**src/rtl/vic_pkg.sv**
```systemverilog
package vic_pkg;

    typedef enum logic {
        ST_IDLE,
        ST_OFFER
    } vic_state_e;

    typedef enum logic [1:0] {
        SRC_NONE,
        SRC_USBX,
        SRC_TMR0,
        SRC_TMR1
    } vic_src_e;

    localparam int CW_EMI = 0;
    localparam int CW_EUSB = 1;
    localparam int CW_ET0 = 2;
    localparam int CW_ET1 = 3;
    localparam int CW_FUSB = 4;
    localparam int CW_FT0 = 5;
    localparam int CW_FT1 = 6;
    localparam int CW_RSV = 7;

    localparam int SW_SUSP = 0;
    localparam int SW_EXTO = 1;
    localparam int SW_RSV = 2;
    localparam int SW_RESM = 3;
    localparam int SW_FIFO = 4;

    localparam int NUM_SRC = 3;

    function automatic logic [7:0] vec_of(input vic_src_e s);
        case (s)
            SRC_USBX: vec_of = 8'h04;
            SRC_TMR0: vec_of = 8'h08;
            SRC_TMR1: vec_of = 8'h0C;
            default:  vec_of = 8'h00;
        endcase
    endfunction

endpackage

```
**src/rtl/vic_flags.sv**
```systemverilog
module vic_flags
    import vic_pkg::*;
#(
    parameter int NUM_FIFO = 4,
    localparam int STAT_W = SW_FIFO + NUM_FIFO
) (
    input  logic              clk,
    input  logic              rst_n,
    input  logic              reg_wr,
    input  logic [7:0]        reg_wdata,
    input  logic              stat_wr,
    input  logic [STAT_W-1:0] stat_wdata,
    input  logic [NUM_FIFO-1:0] usb_fifo_acc,
    input  logic              usb_suspend,
    input  logic              usb_resume,
    input  logic              usb_bus_rst,
    input  logic              tmr0_ovf,
    input  logic              tmr1_ovf,
    input  logic              ext_pin,
    input  logic              svc_clr,
    input  vic_src_e          svc_src,
    output logic [7:0]        ctrl_q,
    output logic [STAT_W-1:0] stat_q,
    output logic              ext_pend_q
);

    logic [7:0]        ctrl_d;
    logic [STAT_W-1:0] stat_d;
    logic              ext_pend_d;
    logic              pin_q;
    logic              ext_rise;
    logic              usb_any;

    assign ext_rise = ext_pin & ~pin_q;
    assign usb_any  = (|usb_fifo_acc) | usb_suspend | usb_resume | usb_bus_rst;

    // control word: firmware write, then service clear, then hardware set
    always_comb begin
        ctrl_d = ctrl_q;
        if (reg_wr) begin
            ctrl_d = reg_wdata;
        end
        if (svc_clr) begin
            ctrl_d[CW_EMI] = 1'b0;
            case (svc_src)
                SRC_USBX: ctrl_d[CW_FUSB] = 1'b0;
                SRC_TMR0: ctrl_d[CW_FT0]  = 1'b0;
                SRC_TMR1: ctrl_d[CW_FT1]  = 1'b0;
                default:  ;
            endcase
        end
        if (usb_any) begin
            ctrl_d[CW_FUSB] = 1'b1;
        end
        if (tmr0_ovf) begin
            ctrl_d[CW_FT0] = 1'b1;
        end
        if (tmr1_ovf) begin
            ctrl_d[CW_FT1] = 1'b1;
        end
        ctrl_d[CW_RSV] = 1'b0;
    end

    // event status word
    always_comb begin
        stat_d = stat_q;
        if (stat_wr) begin
            stat_d = stat_wdata;
        end
        if (usb_suspend) begin
            stat_d[SW_SUSP] = 1'b1;
        end
        if (usb_resume) begin
            stat_d[SW_RESM] = 1'b1;
        end
        if (ext_rise) begin
            stat_d[SW_EXTO] = 1'b1;
        end
        for (int k = 0; k < NUM_FIFO; k++) begin
            if (usb_fifo_acc[k]) begin
                stat_d[SW_FIFO + k] = 1'b1;
            end
        end
        stat_d[SW_RSV] = 1'b0;
    end

    always_comb begin
        ext_pend_d = ext_pend_q;
        if (svc_clr && svc_src == SRC_USBX) begin
            ext_pend_d = 1'b0;
        end
        if (ext_rise) begin
            ext_pend_d = 1'b1;
        end
    end

    always_ff @(posedge clk or negedge rst_n) begin
        if (!rst_n) begin
            ctrl_q     <= '0;
            stat_q     <= '0;
            ext_pend_q <= 1'b0;
            pin_q      <= 1'b0;
        end else begin
            ctrl_q     <= ctrl_d;
            stat_q     <= stat_d;
            ext_pend_q <= ext_pend_d;
            pin_q      <= ext_pin;
        end
    end

endmodule

```
**src/rtl/vic_arb.sv**
```systemverilog
module vic_arb
    import vic_pkg::*;
(
    input  logic [7:0] ctrl_q,
    input  logic       ext_pend_q,
    input  logic       ext_irq_en,
    output logic       any_elig,
    output vic_src_e   win_src,
    output logic       wake
);

    logic [NUM_SRC-1:0] elig;
    logic [NUM_SRC-1:0] wake_src;
    vic_src_e           src_tab [NUM_SRC];

    assign src_tab[0] = SRC_USBX;
    assign src_tab[1] = SRC_TMR0;
    assign src_tab[2] = SRC_TMR1;

    // per-source request terms, one slot per vector
    genvar g;
    generate
        for (g = 0; g < NUM_SRC; g++) begin : g_src
            assign wake_src[g] = ctrl_q[CW_FUSB + g] & ctrl_q[CW_EUSB + g];
            if (g == 0) begin : g_shared
                assign elig[g] = wake_src[g] | (ext_pend_q & ext_irq_en);
            end else begin : g_plain
                assign elig[g] = wake_src[g];
            end
        end
    endgenerate

    // lowest slot index wins
    always_comb begin
        win_src = SRC_NONE;
        for (int i = NUM_SRC - 1; i >= 0; i--) begin
            if (elig[i]) begin
                win_src = src_tab[i];
            end
        end
    end

    assign any_elig = |elig;
    assign wake     = |wake_src;

endmodule

```
**src/rtl/vic_fsm.sv**
```systemverilog
module vic_fsm
    import vic_pkg::*;
(
    input  logic     clk,
    input  logic     rst_n,
    input  logic     emi,
    input  logic     stack_full,
    input  logic     any_elig,
    input  vic_src_e win_src,
    input  logic     irq_ack,
    output logic     irq_take,
    output logic     svc_clr,
    output vic_src_e svc_src,
    output logic [7:0] vec8
);

    vic_state_e state_q;
    vic_state_e state_d;
    vic_src_e   src_q;
    logic       grant;

    assign grant = emi & ~stack_full & any_elig;

    // next state
    always_comb begin
        state_d = state_q;
        unique case (state_q)
            ST_IDLE:  if (grant)   state_d = ST_OFFER;
            ST_OFFER: if (irq_ack) state_d = ST_IDLE;
            default:  state_d = ST_IDLE;
        endcase
    end

    // state register and latched source
    always_ff @(posedge clk or negedge rst_n) begin
        if (!rst_n) begin
            state_q <= ST_IDLE;
            src_q   <= SRC_NONE;
        end else begin
            state_q <= state_d;
            if (state_q == ST_IDLE && grant) begin
                src_q <= win_src;
            end
        end
    end

    // outputs
    always_comb begin
        irq_take = 1'b0;
        svc_clr  = 1'b0;
        unique case (state_q)
            ST_IDLE:  ;
            ST_OFFER: begin
                irq_take = 1'b1;
                svc_clr  = irq_ack;
            end
            default:  ;
        endcase
    end

    assign svc_src = src_q;
    assign vec8    = irq_take ? vec_of(src_q) : 8'h00;

endmodule

```
**src/rtl/vec_irq_ctrl.sv**
```systemverilog
module vec_irq_ctrl
    import vic_pkg::*;
#(
    parameter int NUM_FIFO = 4,
    parameter int VEC_W = 8,
    localparam int STAT_W = SW_FIFO + NUM_FIFO
) (
    input  logic                clk,
    input  logic                rst_n,
    input  logic                reg_wr,
    input  logic [7:0]          reg_wdata,
    output logic [7:0]          reg_rdata,
    input  logic                stat_wr,
    input  logic [STAT_W-1:0]   stat_wdata,
    output logic [STAT_W-1:0]   stat_rdata,
    input  logic [NUM_FIFO-1:0] usb_fifo_acc,
    input  logic                usb_suspend,
    input  logic                usb_resume,
    input  logic                usb_bus_rst,
    input  logic                tmr0_ovf,
    input  logic                tmr1_ovf,
    input  logic                ext_pin,
    input  logic                ext_irq_en,
    input  logic                stack_full,
    output logic                irq_take,
    output logic [VEC_W-1:0]    irq_vec,
    input  logic                irq_ack,
    output logic                wake
);

    logic [7:0]  ctrl_q;
    logic        ext_pend_q;
    logic        any_elig;
    logic        svc_clr;
    vic_src_e    win_src;
    vic_src_e    svc_src;
    logic [7:0]  vec8;

    vic_flags #(.NUM_FIFO(NUM_FIFO)) u_flags (
        .clk         (clk),
        .rst_n       (rst_n),
        .reg_wr      (reg_wr),
        .reg_wdata   (reg_wdata),
        .stat_wr     (stat_wr),
        .stat_wdata  (stat_wdata),
        .usb_fifo_acc(usb_fifo_acc),
        .usb_suspend (usb_suspend),
        .usb_resume  (usb_resume),
        .usb_bus_rst (usb_bus_rst),
        .tmr0_ovf    (tmr0_ovf),
        .tmr1_ovf    (tmr1_ovf),
        .ext_pin     (ext_pin),
        .svc_clr     (svc_clr),
        .svc_src     (svc_src),
        .ctrl_q      (ctrl_q),
        .stat_q      (stat_rdata),
        .ext_pend_q  (ext_pend_q)
    );

    vic_arb u_arb (
        .ctrl_q    (ctrl_q),
        .ext_pend_q(ext_pend_q),
        .ext_irq_en(ext_irq_en),
        .any_elig  (any_elig),
        .win_src   (win_src),
        .wake      (wake)
    );

    vic_fsm u_fsm (
        .clk       (clk),
        .rst_n     (rst_n),
        .emi       (ctrl_q[CW_EMI]),
        .stack_full(stack_full),
        .any_elig  (any_elig),
        .win_src   (win_src),
        .irq_ack   (irq_ack),
        .irq_take  (irq_take),
        .svc_clr   (svc_clr),
        .svc_src   (svc_src),
        .vec8      (vec8)
    );

    assign reg_rdata = ctrl_q;
    assign irq_vec   = VEC_W'(vec8);

endmodule

```
**config.mk**
```make
export PLATFORM = sky130hd
export DESIGN_NAME = vec_irq_ctrl
export DESIGN_NICKNAME = d
export VERILOG_FILES = /design/src/rtl/vic_pkg.sv /design/src/rtl/vic_flags.sv /design/src/rtl/vic_arb.sv /design/src/rtl/vic_fsm.sv /design/src/rtl/vec_irq_ctrl.sv
export SDC_FILE = /design/constraint.sdc
export NUM_CORES = 1
export LEC_CHECK = 0
export BUFFER_PORTS_ARGS = -buffer_cell sky130_fd_sc_hd__buf_2
export CAP_MARGIN = 20
export CELL_PAD_IN_SITES_DETAIL_PLACEMENT = 1
export CELL_PAD_IN_SITES_GLOBAL_PLACEMENT = 1
export CORE_ASPECT_RATIO = 1.4
export CORE_MARGIN = 4
export CORE_UTILIZATION = 30
export CTS_CLUSTER_SIZE = 24
export DETAILED_ROUTE_END_ITERATION = 10
export GPL_ROUTABILITY_DRIVEN = 1
export GPL_TIMING_DRIVEN = 0
export PLACE_DENSITY = 0.86
export SYNTH_ARGS = -nofsm -noshare
export SYNTH_HDL_FRONTEND = slang
export SYNTH_SLANG_ARGS = --single-unit
```
**constraint.sdc**
```tcl
create_clock -name clk -period 1.1 [get_ports clk]
set_clock_uncertainty 0.05 [all_clocks]
set_input_delay 0.165 -clock clk [delete_from_list [all_inputs] [get_ports clk]]
set_output_delay 0.165 -clock clk [all_outputs]
set_load 0.1 [all_outputs]
```
==> results of run 1 <==
[worst min path at each step]
stage	slack, ns	from	endpoint	depth (start not counted)
floorplan	-0.18	rst_n	u_flags.ctrl_q[0]	0
global placement	0.08	rst_n	u_flags.stat_q[5]	1
detailed placement	0.09	rst_n	u_flags.stat_q[5]	1
CTS	0.04	tmr1_ovf	u_flags.ctrl_q[6]	2
global route	0.03	tmr1_ovf	u_flags.ctrl_q[6]	2
finish	0.04	tmr1_ovf	u_flags.ctrl_q[6]	2
[layer usage]
metal / GRT usage / routed length [microns]
met5: 0 / 0
met4: 0.0757 / 59
met3: 0.0347 / 166
met2: 0.359 / 2080
met1: 0.174 / 1250
[per-stage QoR]
step / TNS (ns) / worst slack (ns) / instances
finish: -3.47 / -0.491 / 190
global route: -4.14 / -0.518 / 190
CTS: -2.93 / -0.497 / 186
detailed placement: -1.04 / -0.355 / 172
global placement: -0.775 / -0.322 / 172
floorplan: -1.88 / -0.319 / 88
[logic make-up (layout without fill, tap and decap cells)]
| family | Yosys count | after routing | synth area share |
|---|---|---|---|
| other cells | 1 | 8 | 0.00397 |
| simple gates | 20 | 20 | 0.136 |
| flops | 19 | 19 | 0.503 |
| buf+inv | 12 | 77 | 0.0954 |
| compound gates | 21 | 21 | 0.156 |
| mux | 8 | 8 | 0.105 |
[timing repair]
action,4_1_cts,5_1_grt
setup endpoints to repair,22,25
pin swaps,2,5
hold buffers,2,0
resized for setup,73,15
setup buffers,8,5
endpoints found under the hold margin,20,0
[report_power, final]
group          switching (W)  total (W)  leakage, nW  internal, W
clock               0.000241   0.000499       0.0228     0.000258
combinational       0.000926    0.00154        0.607     0.000616
sequential          0.000147   0.000973        0.197     0.000826
total                0.00131    0.00301        0.827      0.00170
[flip-flops by register name, summed over array words and instances, names as in the netlist]
register	cells
u_fsm.svc_src	2
u_flags.stat_q	7
u_flags.pin_q	1
u_flags.ctrl_q	7
u_fsm.state_q	1
u_flags.ext_pend_q	1
[cell type report]
cell class                 count  area, sq um  area share
timing repair buffer          61          642       0.356
inverter                       1         3.75     0.00208
clock buffer                   4         45.0      0.0250
tap                           37         46.3      0.0257
multi-input combinational     57          450       0.250
sequential                    19          527       0.292
buffer                        11         90.1      0.0499
[layout by cell type (no fill, tap or decap), types with 3 or more instances in the layout]
cell type and count:
dfrtp_1 4, a211o_1 6, o21ai_1 3, a21oi_1 3, buf_2 29, mux2_4 3
buf_6 9, buf_12 18, mux2_2 3, conb_1 8, nand2_1 3, clkbuf_8 3
buf_4 14, dfrtp_4 13, nor2b_1 6
==> summary.txt, run 1 <==
Worst setup path
  • R2R Setup Slk: -0.25 ns
  • Crit path cell chain: a22o_4 > a21o_4 > buf_12
  • Worst reg2reg path depth: 4
  • Worst path bufs/invs: 1
  • RR Startpoint: u_fsm.state_q
  • Critical-path maximum fanout: 2
  • CP top delay family: flip-flops
  • CP max stage delay: 0.49 ns
  • WS Path Type: reg2out
  • Required @ worst endpoint: 0.88 ns
  • Setup crit end: wake
  • CP startpoint: u_flags.ctrl_q[5]
  • Worst EP arrival: 1.38 ns
  • Reg-to-Reg End: u_fsm.svc_src[1]
  • WP depth: 3
  • Worst path slowest cell: dfrtp_4
  • Worst Setup Start Kind: flip-flop
  • Endpoint class of the critical path: output port

Placed design
  • Final GP Congestion: 0.812
  • IO buf count: 47
  • DP Area: 0.00132 sq mm
  • DP Wirelength: 2250 microns

Die
  • Starting density of the core: 0.322
  • Top Ports: slightly below 60
  • Num rows: 23
  • Die area: 0.00412 sq mm
  • Die H: 74.4 microns
  • Die Width: 55.4 microns
  • Core Box Area: 0.00294 sq mm

Timing
  • RSZ-0062 raised after global routing: true
  • Worst setup margin: -0.491 ns
  • Fin crit share: 1.45
  • Final Max Slew Viols: 0
  • FMAX: 629 MHz
  • WHS: 0.0374 ns
  • Final Hold Fails: 0
  • Minimum clock period: 1.59 ns
  • Setup violations, final: 24

Power and ir drop
  • Total power: between 0.003 and 0.004 W
  • PwrDens: 1670 mW/mm^2
  • Worst IR Drop VDD: 0.975 mV
  • Static leakage: 0.827 nW

CTS
  • Clk_lat worst skew: 0.26 ns
  • Clock buffer depth: 2
  • Clk sinks: 19
  • CTS tree: yes
  • H-tree levels: 1
  • Root Buffer Master: clkbuf_8
  • Clock-pin slew on the worst setup and hold paths: 0.08 ns
  • CTS Buf Count: 3

Global route
  • GRT Total Usage: 0.178
  • Number of global-route vias before repair: 1047
  • Initial antenna violation count: 0
  • Pin count of the biggest net entering global routing: 20
  • Global-route wire length before repair: 5520 microns
  • GRT overflow: 0

Final layout
  • Post-route core utilization: 0.615
  • Layout area overhead: 91.0%
  • # diodes: 0
  • Final Net Count: roughly 190
  • Layout fillers: 305
  • Post-route cell area: between 0.0015 and 0.002 sq mm
  • Layout cells sized above 1: 0.680

Yosys
  • Post-synth cell types: 26
  • Most common cell in the netlist: dfrtp_1
  • Mean Syn Cell Area: between 10 and 15 sq um
  • Synth warn: 0
  • Synth top area share: 0.503
  • Netlist Area Pre-Place: 945 sq um
  • Seq/Total Area, Yosys: 0.503
  • Synth top area cells: dfrtp_1, buf_4, a211o_1
  • Synthesized flop and latch total: 19
  • Async S/R FF share, synth: 1.00
  • Commonest cells in the netlist: dfrtp_1, buf_4, a211o_1, nor2b_1
  • Post-Syn Instances: 81
  • Area leader, netlist: dfrtp_1
  • EDFF count, synth: 0
  • Top FF cell, synth: dfrtp_1

Routing
  • DR vias: 907
  • Final ANT Viol Nets: 0
  • DR vias/cell: about 4.8
  • Initial drt markers: 34
  • # DRC: 0
  • Pre-Repair DR Iteration Count: 4
  • WL final: 3550 microns
  • WL/cell: 18.7 microns

Run status
  • Status: finished, violations left
  • Failing checks: setup timing

Flow run
  • Max cap viols: 0

Worst hold path
  • HP Class: in2reg
(Power assumes the default switching activity.)
==> run 2, diff against run 1 <==
Settings changed: CTS_CLUSTER_SIZE 24 to 14, RECOVER_POWER set to 50.
==> summary.txt, run 2 (synthesis results as in run 1) <==
Die
  • Die area: 0.00412 sq mm (unchanged)
  • Top Ports: 59 (unchanged)
  • Core Box Area: 0.00294 sq mm (unchanged)
  • Die Width: 55.4 microns (unchanged)
  • Die H: 74.4 microns (unchanged)
  • Num rows: 23 (unchanged)
  • Starting density of the core: 0.322 (unchanged)

Timing
  • FMAX: 629 MHz (about the same)
  • Setup violations, final: 24 (unchanged)
  • Worst setup margin: -0.491 ns (about the same)
  • RSZ-0062 raised after global routing: true (unchanged)
  • Setup TNS: -3.47 ns (unchanged)
  • Minimum clock period: 1.59 ns (about the same)
  • Final Hold Fails: 0 (unchanged)
  • Fin crit share: 1.45 (about the same)
  • WHS: 0.0374 ns (unchanged)
  • Final Max Slew Viols: 0 (unchanged)

Routing
  • WL/cell: 18.7 microns (unchanged)
  • DR vias/cell: 4.77 (unchanged)
  • Initial drt markers: 34 (unchanged)
  • Pre-Repair DR Iteration Count: 4 (unchanged)
  • WL final: 3550 microns (unchanged)
  • DR vias: 907 (unchanged)
  • # DRC: 0 (unchanged)
  • Final ANT Viol Nets: 0 (unchanged)

Final layout
  • Post-route core utilization: 0.615 (unchanged)
  • Layout cells sized above 1: 0.680 (unchanged)
  • Final Net Count: 187 (unchanged)
  • # diodes: 0 (unchanged)
  • Layout fillers: 305 (unchanged)
  • Layout area overhead: 91.0% (unchanged)
  • Commonest non-fill, non-tap cell in the layout: buf_2 (unchanged)
  • Most frequent cells in the layout: buf_2, buf_12, buf_4 (unchanged)

Run status
  • Failing checks: setup timing (unchanged)
  • Status: finished, violations left (unchanged)

Worst setup path
  • Worst reg2reg path depth: 4 (unchanged)
  • Crit path cell chain: a22o_4 > a21o_4 > buf_12 (unchanged)
  • CP top delay family: flip-flops (unchanged)
  • WS Path Type: reg2out (unchanged)
  • CP max stage delay: 0.49 ns (about the same)
  • Endpoint class of the critical path: output port (unchanged)
  • Worst Setup Start Kind: flip-flop (unchanged)
  • R2R Setup Slk: -0.25 ns (about the same)
  • Critical-path maximum fanout: 2 (unchanged)
  • Required @ worst endpoint: 0.88 ns (about the same)
  • CP startpoint: u_flags.ctrl_q[5] (unchanged)
  • Worst path slowest cell: dfrtp_4 (unchanged)
  • WP depth: 3 (unchanged)
  • RR Startpoint: u_fsm.state_q (unchanged)
  • Worst EP arrival: 1.38 ns (about the same)
  • Worst path bufs/invs: 1 (unchanged)

CTS
  • Clk sinks: 19 (unchanged)
  • Root Buffer Master: clkbuf_8 (unchanged)
  • H-tree levels: 1 (unchanged)
  • Clock-pin slew on the worst setup and hold paths: 0.08 ns (about the same)
  • CTS Buf Count: 3 (unchanged)
  • Clock buffer depth: 2 (unchanged)
  • CTS tree: yes (unchanged)
  • Clk_lat worst skew: 0.26 ns (about the same)

Placed design
  • Final GP Congestion: 0.812 (unchanged)
  • IO buf count: 47 (unchanged)
  • DP Wirelength: 2250 microns (unchanged)
  • Dpl ws: -0.355 ns (unchanged)

Power and ir drop
  • Total power: 0.00301 W (about the same)
  • Static leakage: 0.827 nW (about the same)
  • PwrDens: 1670 mW/mm^2 (about the same)
  • Worst IR Drop VDD: 0.975 mV (about the same)

Global route
  • GRT Total Usage: 0.178 (unchanged)
  • GRT overflow: 0 (unchanged)
  • Pin count of the biggest net entering global routing: 20 (unchanged)
  • Number of global-route vias before repair: 1047 (unchanged)
  • Initial antenna violation count: 0 (unchanged)
  • Global-route wire length before repair: 5520 microns (unchanged)

Worst hold path
  • HP Class: in2reg (unchanged)
  • WHS Path Cells: 2 (unchanged)
  • HP Start: tmr1_ovf (unchanged)

Flow run
  • Max cap viols: 0 (unchanged)
-- run 2: changes by cell type in the layout (fill, tap and decap cells not counted), sizes merged --
cell / change
buf: -2
clkbuf: +2
-- run 2: power by group --
group | internal (W) | total [W] | switching, W
registers | 0.000826 | 0.000973 | 0.000147
logic | 0.000616 | 0.00154 | 0.000926
clock network | 0.000258 | 0.000499 | 0.000241
total | 0.00170 | 0.00301 | 0.00131
-- run 2: metal layers --
| layer | share of wire | track usage | vias up |
|---|---|---|---|
| li1 | - | - | 417 |
| met1 | 0.35 | 0.174 | 442 |
| met2 | 0.58 | 0.359 | 44 |
| met3 | 0.048 | 0.0347 | 4 |
| met4 | 0.017 | 0.0757 | 0 |
| met5 | 0 | 0 | - |
-- run 2: final timing paths --
check	endpoint
worst min-delay path	u_flags.ctrl_q[6]
worst max register to register	u_fsm.svc_src[1]
min in group asynchronous	u_flags.stat_q[7]
max in group asynchronous	u_flags.ctrl_q[6]
worst min register to register	u_flags.stat_q[1]
worst max-delay path	wake
-- run 2: stage by stage --
| stage | instances | area, sq um |
|---|---|---|
| 2_1_floorplan | 88 | 1040 |
| 3_3_place_gp | 172 | 1320 |
| 3_5_place_dp | 172 | 1320 |
| 4_1_cts | 186 | 1720 |
| 5_1_grt | 190 | 1800 |
| 6_report | 190 | 1800 |
-- run 2: repair_timing --
item                       CTS  global route
resized for setup           73            15
gates cloned                 0             0
pin swaps                    2             5
hold buffers                 2             0
setup endpoints to repair   22            25
hold endpoints to repair    20             0
buffers inserted             8             5
-- run 2: layout make-up --
type,instances,area [sq um],share of cell area
Buffer,11,90.1,0.0499
Clock buffer,4,45.0,0.0250
Inverter,1,3.75,0.00208
Multi-Input combinational cell,57,450,0.250
Sequential cell,19,527,0.292
Tap cell,37,46.3,0.0257
Timing Repair Buffer,61,642,0.356
